===== src/rtl/uart_tx_pkg.sv =====
package uart_tx_pkg;

    localparam int DIV_W = 16;

    // register addresses
    localparam logic [2:0] A_MAIN = 3'd0;
    localparam logic [2:0] A_PRIO = 3'd1;
    localparam logic [2:0] A_FMT  = 3'd2;
    localparam logic [2:0] A_CTL  = 3'd3;
    localparam logic [2:0] A_DIVL = 3'd4;
    localparam logic [2:0] A_DIVH = 3'd5;
    localparam logic [2:0] A_CMD  = 3'd6;

    typedef struct packed {
        logic cts_fc;
        logic stop2;
        logic par_en;
        logic even;
        logic eight;
    } fmt_t;

    typedef struct packed {
        logic brk;
        logic loop;
        logic dtr;
        logic rts;
        logic en;
    } ctl_t;

    typedef struct packed {
        logic [11:0] bits;
        logic [3:0]  len;
    } frame_t;

    // Lays out start, data, optional parity and stop bits, LSB first.
    function automatic frame_t build_frame(input logic [7:0] d, input fmt_t f);
        logic [11:0] bits;
        logic [3:0]  pos;
        logic        p;
        bits    = '1;
        bits[0] = 1'b0;
        pos     = 4'd1;
        for (int i = 0; i < 8; i++) begin
            if (i < 7 || f.eight) begin
                bits[pos] = d[i];
                pos       = pos + 4'd1;
            end
        end
        p = f.eight ? ^d : ^d[6:0];
        if (f.par_en) begin
            bits[pos] = f.even ? p : ~p;
            pos       = pos + 4'd1;
        end
        pos = pos + (f.stop2 ? 4'd2 : 4'd1);
        return '{bits: bits, len: pos};
    endfunction

endpackage


===== src/rtl/utx_fifo.sv =====
module utx_fifo #(
    parameter int DEPTH = 255,
    parameter int W     = 8,
    localparam int AW   = (DEPTH > 1) ? $clog2(DEPTH) : 1,
    localparam int CW   = $clog2(DEPTH + 1)
) (
    input  logic          clk,
    input  logic          rst_n,
    input  logic          clear,
    input  logic          push,
    input  logic [W-1:0]  din,
    input  logic          pop,
    output logic [W-1:0]  dout,
    output logic [CW-1:0] count,
    output logic          empty,
    output logic          full
);
    typedef struct packed {
        logic [AW-1:0] wp;
        logic [AW-1:0] rp;
        logic [CW-1:0] cnt;
    } fifo_st_t;

    localparam logic [AW-1:0] LAST = AW'(DEPTH - 1);
    localparam logic [CW-1:0] FULLV = CW'(DEPTH);

    fifo_st_t st_d, st_q;
    logic [W-1:0] mem [DEPTH];
    logic do_push, do_pop;

    assign empty = (st_q.cnt == '0);
    assign full  = (st_q.cnt == FULLV);
    assign count = st_q.cnt;
    assign dout  = mem[st_q.rp];

    always_comb begin
        st_d    = st_q;
        do_push = push && !full && !clear;
        do_pop  = pop && !empty && !clear;
        if (clear) begin
            st_d = '0;
        end else begin
            if (do_push) st_d.wp = (st_q.wp == LAST) ? '0 : st_q.wp + 1'b1;
            if (do_pop)  st_d.rp = (st_q.rp == LAST) ? '0 : st_q.rp + 1'b1;
            if (do_push && !do_pop) st_d.cnt = st_q.cnt + 1'b1;
            else if (do_pop && !do_push) st_d.cnt = st_q.cnt - 1'b1;
        end
    end

    always_ff @(posedge clk) begin
        if (!rst_n) st_q <= '0;
        else        st_q <= st_d;
    end

    always_ff @(posedge clk) begin
        if (do_push) mem[st_q.wp] <= din;
    end


    count_bound_chk: assert property (@(posedge clk) disable iff (!rst_n)
        st_q.cnt <= FULLV);

    full_drop_chk: assert property (@(posedge clk) disable iff (!rst_n)
        (full && push && !pop && !clear) |=> $stable(st_q.cnt));
endmodule


===== src/rtl/utx_baud.sv =====
module utx_baud import uart_tx_pkg::*; #(
    parameter int PRESCALE = 10,
    localparam int PW = (PRESCALE > 1) ? $clog2(PRESCALE) : 1
) (
    input  logic             clk,
    input  logic             rst_n,
    input  logic [DIV_W-1:0] div,
    output logic             bit_tick
);
    typedef struct packed {
        logic [PW-1:0]    pre;
        logic [DIV_W-1:0] dcnt;
    } baud_st_t;

    localparam logic [PW-1:0] PRE_LAST = PW'(PRESCALE - 1);

    baud_st_t st_d, st_q;
    logic pre_tick;

    always_comb begin
        st_d     = st_q;
        pre_tick = (st_q.pre == PRE_LAST);
        bit_tick = pre_tick && (st_q.dcnt >= div);
        st_d.pre = pre_tick ? '0 : st_q.pre + 1'b1;
        if (pre_tick) st_d.dcnt = bit_tick ? '0 : st_q.dcnt + 1'b1;
    end

    always_ff @(posedge clk) begin
        if (!rst_n) st_q <= '0;
        else        st_q <= st_d;
    end
endmodule


===== src/rtl/utx_serializer.sv =====
module utx_serializer import uart_tx_pkg::*; (
    input  logic       clk,
    input  logic       rst_n,
    input  logic       bit_tick,
    input  logic       hold_v,
    input  logic [7:0] hold_byte,
    input  fmt_t       fmt,
    input  logic       cts_i,
    input  logic       xoff_hold,
    input  logic       brk,
    output logic       take,
    output logic       busy,
    output logic       line
);
    typedef struct packed {
        logic [11:0] sr;
        logic [3:0]  left;
    } ser_st_t;

    ser_st_t st_d, st_q;
    frame_t  fr;
    logic    can_go, last;

    always_comb begin
        st_d   = st_q;
        busy   = (st_q.left != '0);
        last   = (st_q.left == 4'd1);
        can_go = !brk && !xoff_hold && (!fmt.cts_fc || cts_i);
        take   = bit_tick && hold_v && can_go && (!busy || last);
        fr     = build_frame(hold_byte, fmt);
        if (take) begin
            st_d.sr   = fr.bits;
            st_d.left = fr.len;
        end else if (bit_tick && busy) begin
            st_d.sr   = {1'b1, st_q.sr[11:1]};
            st_d.left = st_q.left - 4'd1;
        end
        line = busy ? st_q.sr[0] : !brk;
    end

    always_ff @(posedge clk) begin
        if (!rst_n) st_q <= '0;
        else        st_q <= st_d;
    end


    start_bit_chk: assert property (@(posedge clk) disable iff (!rst_n)
        take |=> (line == 1'b0));

    frame_len_chk: assert property (@(posedge clk) disable iff (!rst_n)
        take |=> (st_q.left >= 4'd9 && st_q.left <= 4'd12));

    no_start_in_break_chk: assert property (@(posedge clk) disable iff (!rst_n)
        (brk && !busy) |=> !busy);
endmodule


===== src/rtl/uart_tx_chan.sv =====
module uart_tx_chan import uart_tx_pkg::*; #(
    parameter int PRESCALE   = 10,
    parameter int MAIN_DEPTH = 255,
    parameter int PRIO_DEPTH = 32,
    localparam int MCW = $clog2(MAIN_DEPTH + 1),
    localparam int PCW = $clog2(PRIO_DEPTH + 1)
) (
    input  logic       clk,
    input  logic       rst_n,
    input  logic       wr_en,
    input  logic [2:0] wr_addr,
    input  logic [7:0] wr_data,
    input  logic [2:0] rd_addr,
    output logic [7:0] rd_data,
    input  logic       cts_i,
    input  logic       xoff_i,
    output logic       txd_o,
    output logic       loop_txd_o,
    output logic       dtr_o,
    output logic       rts_o
);
    typedef struct packed {
        fmt_t             fmt;
        ctl_t             ctl;
        logic [DIV_W-1:0] div;
        logic             xoff_hold;
        logic [7:0]       hold;
        logic             hold_v;
    } chan_st_t;

    chan_st_t st_d, st_q;

    logic main_push, main_pop, main_clr, main_empty, main_full;
    logic prio_push, prio_pop, prio_clr, prio_empty, prio_full;
    logic [7:0] main_dout, prio_dout;
    logic [MCW-1:0] main_cnt;
    logic [PCW-1:0] prio_cnt;
    logic bit_tick, ser_take, ser_busy, ser_line, ovr;

    utx_fifo #(.DEPTH(MAIN_DEPTH), .W(8)) main_q_i (
        .clk(clk), .rst_n(rst_n), .clear(main_clr), .push(main_push), .din(wr_data),
        .pop(main_pop), .dout(main_dout), .count(main_cnt), .empty(main_empty), .full(main_full));

    utx_fifo #(.DEPTH(PRIO_DEPTH), .W(8)) prio_q_i (
        .clk(clk), .rst_n(rst_n), .clear(prio_clr), .push(prio_push), .din(wr_data),
        .pop(prio_pop), .dout(prio_dout), .count(prio_cnt), .empty(prio_empty), .full(prio_full));

    utx_baud #(.PRESCALE(PRESCALE)) baud_i (
        .clk(clk), .rst_n(rst_n), .div(st_q.div), .bit_tick(bit_tick));

    utx_serializer ser_i (
        .clk(clk), .rst_n(rst_n), .bit_tick(bit_tick), .hold_v(st_q.hold_v),
        .hold_byte(st_q.hold), .fmt(st_q.fmt), .cts_i(cts_i), .xoff_hold(st_q.xoff_hold),
        .brk(st_q.ctl.brk), .take(ser_take), .busy(ser_busy), .line(ser_line));

    always_comb begin
        st_d      = st_q;
        main_push = 1'b0;
        prio_push = 1'b0;
        main_clr  = 1'b0;
        prio_clr  = 1'b0;
        main_pop  = 1'b0;
        prio_pop  = 1'b0;
        ovr       = 1'b0;
        if (wr_en) begin
            case (wr_addr)
                A_MAIN: main_push = 1'b1;
                A_PRIO: prio_push = 1'b1;
                A_FMT:  st_d.fmt = '{cts_fc: wr_data[7], stop2: wr_data[3],
                                     par_en: wr_data[2], even: wr_data[1], eight: wr_data[0]};
                A_CTL:  st_d.ctl = '{brk: wr_data[4], loop: wr_data[3],
                                     dtr: wr_data[2], rts: wr_data[1], en: wr_data[0]};
                A_DIVL: st_d.div[7:0]  = wr_data;
                A_DIVH: st_d.div[15:8] = wr_data;
                A_CMD: begin
                    main_clr = wr_data[4];
                    prio_clr = wr_data[5];
                    ovr      = wr_data[6];
                end
                default: ;
            endcase
        end
        if (xoff_i) st_d.xoff_hold = 1'b1;
        if (ovr)    st_d.xoff_hold = 1'b0;
        // holding register: priority source first, both gated by transmit enable
        if (ser_take) begin
            st_d.hold_v = 1'b0;
        end else if (!st_q.hold_v && st_q.ctl.en) begin
            if (!prio_empty) begin
                prio_pop    = 1'b1;
                st_d.hold   = prio_dout;
                st_d.hold_v = 1'b1;
            end else if (!main_empty) begin
                main_pop    = 1'b1;
                st_d.hold   = main_dout;
                st_d.hold_v = 1'b1;
            end
        end
        case (rd_addr)
            3'd0:    rd_data = {5'd0, main_empty, !ser_busy, 1'b0};
            3'd1:    rd_data = 8'(main_cnt);
            3'd2:    rd_data = {!prio_empty, 1'b0, 6'(prio_cnt)};
            default: rd_data = 8'd0;
        endcase
    end

    always_ff @(posedge clk) begin
        if (!rst_n) st_q <= '0;
        else        st_q <= st_d;
    end

    assign txd_o      = st_q.ctl.loop ? 1'b1 : ser_line;
    assign loop_txd_o = st_q.ctl.loop ? ser_line : 1'b1;
    assign dtr_o      = st_q.ctl.dtr;
    assign rts_o      = st_q.ctl.rts;


    prio_first_chk: assert property (@(posedge clk) disable iff (!rst_n)
        main_pop |-> prio_empty);

    tx_gate_chk: assert property (@(posedge clk) disable iff (!rst_n)
        $rose(st_q.hold_v) |-> $past(st_q.ctl.en));

    cts_hold_chk: assert property (@(posedge clk) disable iff (!rst_n)
        (st_q.fmt.cts_fc && !cts_i && !ser_busy) |=> !ser_busy);

    xoff_hold_chk: assert property (@(posedge clk) disable iff (!rst_n)
        (st_q.xoff_hold && !ser_busy) |=> !ser_busy);

    full_flag_chk: assert property (@(posedge clk) disable iff (!rst_n)
        (main_full || prio_full) |-> !(main_empty && prio_empty));
endmodule


===== config.mk =====
export PLATFORM = sky130hd
export DESIGN_NAME = uart_tx_chan
export DESIGN_NICKNAME = d
export VERILOG_FILES = /design/src/rtl/uart_tx_pkg.sv /design/src/rtl/utx_fifo.sv /design/src/rtl/utx_baud.sv /design/src/rtl/utx_serializer.sv /design/src/rtl/uart_tx_chan.sv
export SDC_FILE = /design/constraint.sdc
export NUM_CORES = 2
export LEC_CHECK = 0
export BUFFER_PORTS_ARGS = -buffer_cell sky130_fd_sc_hd__buf_4
export CORE_ASPECT_RATIO = 0.7
export CORE_MARGIN = 8
export CORE_UTILIZATION = 57
export CTS_BUF_LIST = sky130_fd_sc_hd__clkbuf_16
export DETAILED_ROUTE_END_ITERATION = 12
export PLACE_DENSITY = 0.75
export SYNTH_ARGS = -nofsm -noshare
export SYNTH_HDL_FRONTEND = slang
export SYNTH_SLANG_ARGS = --single-unit

===== constraint.sdc =====
create_clock -name clk -period 3.37 [get_ports clk]
set_input_delay 0.337 -clock clk [delete_from_list [all_inputs] [get_ports clk]]
set_output_delay 0.337 -clock clk [all_outputs]
set_load 0.1 [all_outputs]

==> results.json <==
{
  "status": "completed",
  "drive_gt1_frac": 0.271,
  "cp-endpoint": "st_q[6]",
  "fmax_ghz": 0.303,
  "synth_ff_type": "edfxtp_1",
  "vdd_drop_max_mv": 0.453,
  "cts_made_buffers": 209,
  "clock_latency_ns": 0.84,
  "max_stage_delay_ns": 0.62,
  "final_antenna_net_count": 0,
  "post-route-util": 0.655,
  "synth_nets": 4910,
  "powerDensity_nw_per_um2": 530,
  "min_period_ns": 3.30,
  "route.detailed.drc": 0,
  "cpMostUsedCell": "buf_4",
  "async_flop_share": 0,
  "swShare": 0.203,
  "ys_seq_area_frac": 0.753,
  "start_kind": "flip-flop",
  "dpl-instance-area_um2": 102000,
  "numPortBuffers": 30,
  "antenna_found_initial": 8,
  "avgRoutedWirePerCell_um": 31.5,
  "clock_sinks": 2421,
  "clockBufferDepth": 3,
  "tightestPinTransition_ns": 1.24,
  "worstPathCellList": "buf_4 -> inv_1 -> nor2_1 -> a22oi_1 -> nand3_1 -> buf_4 -> nand4_1 -> or4_4 -> o31ai_1",
  "tritoncts": "yes",
  "tns_ns": 0,
  "crit_buf_inv": 3,
  "multi_input_area_um2": 22000,
  "fin_crit_sh": 0.979,
  "end_kind": "flip-flop",
  "worst-r2r-setup-slack_ns": 0.07,
  "path_max_fanout": 15,
  "start_util": 0.573,
  "setup_viol": 0,
  "grt_start_max_net_pins": 146,
  "arrival_ns": 4.05,
  "intPower_mw": 45.8,
  "r2r_end": "st_q[6]",
  "grt_first_pass_wirelength_um": 356000,
  "p_switching_mw": 11.7,
  "grt_overflow": 0,
  "seq_power_share": 0.573,
  "synth_edf_count": 2296,
  "clockPowerShare": 0.405,
  "syn_inst": 4840,
  "vias": 51700,
  "skew_ns": 0.0266,
  "clk_pin_slew_ns": 0.07,
  "avgSynthCellArea_um2": 19.6,
  "comb_power_share": 0.021,
  "crit_cells": 9,
  "num_rows": 125,
  "hp-class": "input port to flip-flop",
  "gp_congestion": 0.935,
  "final_hold_viol_count": 0,
  "die_h_um": 357,
  "drt-vias-per-instance": 6.60,
  "wl_um": 247000,
  "coreArea_um2": 166000,
  "synth-seq-cells": 2421,
  "slew_viol_final": 0,
  "drv_cap": 0,
  "regArea_um2": 71500,
  "netlist_area_um2": 94900,
  "die_w_um": 504,
  "relSlewSlack": 0.172,
  "ioPinCount": 31,
  "ctsRootBufferMaster": "clkbuf_16",
  "drt_first_pass_iters": 7,
  "yosysWarnings": 0,
  "htree_levels": 4,
  "hpwl_um": 158000,
  "crit_family": "simple AND/OR/NAND/NOR gates",
  "synth_cell_types": 76,
  "cp_slowest_cell": "dfxtp_2",
  "grt_pass1_vias": 50700,
  "die_area_um2": 180000,
  "design_area_um2": 108000,
  "power.leakage_nw": 34.2,
  "r2r_cells": 9,
  "drt_iter0_drc": 7837,
  "required_ns": 4.12,
  "crit_type": "flip-flop to flip-flop",
  "nets": 5503,
  "groute.usage.overall": 0.270,
  "area_delta_synth_final_pct": 14.2,
  "fill_cells": 10600
}
-- cell type report --
type	count	area share
Sequential cell	2421	0.659
Timing Repair Buffer	639	0.0506
Tap cell	2222	0.0256
Inverter	40	0.00138
Clock inverter	169	0.0110
Multi-Input combinational cell	2122	0.203
Clock buffer	213	0.0492
Antenna cell	2	0.0000462
-- power by group through the flow --
| stage | combinational (mW) | clock [mW] | sequential, mW |
|---|---|---|---|
| 3_3_place_gp | 1.17 | 0 | 33.6 |
| 4_1_cts | 1.22 | 23.5 | 32.9 |
| 2_1_floorplan | 0.438 | 0 | 33.6 |
| 5_1_grt | 1.31 | 24.6 | 32.9 |
| 6_report | 1.23 | 23.3 | 32.9 |
| 3_5_place_dp | 1.21 | 0 | 33.6 |
-- metrics by stage --
stage | worst slack (ns) | total power, mW | std cells | hold slack (ns)
final | 0.0703 | 57.4 | 7828 | 0.00222
after global routing | -0.00368 | 58.8 | 7826 | 0.0101
after CTS | 0.0555 | 57.6 | 7821 | 0.0133
after detailed placement | -0.00565 | 34.8 | 7429 | 0.449
after global placement | 0.0636 | 34.7 | 7429 | 0.443
after floorplan | 0.0193 | 34.0 | 4840 | 0.427
-- synth_stat cells, types with 7 or more instances --
master | instances | area share
o21ai_0 | 56 | 0.0030
dfxtp_1 | 125 | 0.026
xnor2_1 | 26 | 0.0024
and2_1 | 15 | 0.00099
o211ai_1 | 12 | 0.00095
inv_1 | 39 | 0.0015
buf_4 | 46 | 0.0036
mux2_2 | 9 | 0.0011
o32ai_1 | 8 | 0.00074
o221ai_1 | 16 | 0.0015
or4_1 | 10 | 0.00079
a22oi_1 | 60 | 0.0047
buf_1 | 14 | 0.00055
a31oi_1 | 7 | 0.00046
nand4_1 | 24 | 0.0016
or3_1 | 10 | 0.00066
nor2_1 | 442 | 0.017
nor3_1 | 41 | 0.0022
nor4_1 | 11 | 0.00072
edfxtp_1 | 2296 | 0.73
nand2_1 | 176 | 0.0070
or2_2 | 11 | 0.00072
o31ai_1 | 10 | 0.00079
buf_2 | 51 | 0.0027
a211oi_1 | 8 | 0.00063
nand2b_1 | 15 | 0.00099
ha_1 | 48 | 0.0063
and3_1 | 11 | 0.00072
nor2b_1 | 25 | 0.0016
a221oi_1 | 13 | 0.0012
clkbuf_1 | 121 | 0.0048
xor2_1 | 23 | 0.0021
nand3_1 | 56 | 0.0030
mux4_2 | 555 | 0.13
a2111oi_0 | 10 | 0.00092
o22ai_1 | 94 | 0.0062
a21o_1 | 9 | 0.00071
buf_6 | 23 | 0.0027
mux2i_1 | 139 | 0.015
a21oi_1 | 96 | 0.0051
-- state kept, by name, indices dropped and copies added, names as in the netlist, named ones only --
name            cells
dtr_o               1
main_q_i.st_q      16
main_q_i.count      8
prio_q_i.st_q      10
prio_q_i.count      6
st_q               34
ser_i.st_q         16
main_q_i.mem     2040
prio_q_i.mem      256
baud_i.st_q        20
rts_o               1
-- worst min path at each step --
stage,start,end,slack [ns],cells past startpoint
floorplan,wr_data[6],st_q[9],0.43,1
global placement,st_q[24],st_q[24],0.44,2
detailed placement,st_q[15],st_q[15],0.45,2
CTS,wr_data[1],main_q_i.mem[134][1],0.01,1
global route,wr_data[1],main_q_i.mem[134][1],0.01,1
finish,wr_data[1],main_q_i.mem[134][1],0.002,1
-- cells in the final DEF (no fill, tap or decap), drive strengths merged, types with 26 or more instances in the layout --
cell and instances:
mux4 555, o21ai 56, clkbuf 213, ha 48
a21oi 96, clkinv 89, xnor2 26, nor3 42
nand3 56, dfxtp 125, mux2i 139, edfxtp 2296
nand2 176, buf 629, nor2 442, inv 97
o22ai 94, a22oi 60
-- routing by layer --
metal  track usage  routed length [µm]  part of all wire  up-vias
li1              -                   -                 -    20900
met1         0.396               95400              0.39    26500
met2         0.387              106000              0.43     3733
met3        0.0972               37300              0.15      507
met4        0.0772                7660             0.031        6
met5       0.00720                 208           0.00084        -
-- cell families (layout without fill, tap and decap cells) --
kind of cell	count (synthesis)	after routing	share of synthesized area
flip-flops	2421	2421	0.753
adder cells (fa/ha/maj)	51	51	0.00696
multiplexers	703	703	0.147
AND/OR/NAND/NOR	886	886	0.0422
XOR/XNOR	49	49	0.00452
other	0	2	0
AO/OA/AOI/OAI	433	433	0.0301
buffers and inverters	297	1061	0.0163
-- what timing repair did --
item | in CTS | in global routing
hold endpoints to repair | 56 | 0
hold buffers | 10 | 0
gates resized for setup | 1 | 8
setup endpoints to repair | 1 | 5
buffers inserted | 0 | 5
pin swaps | 0 | 8
(Power assumes the default switching activity.)
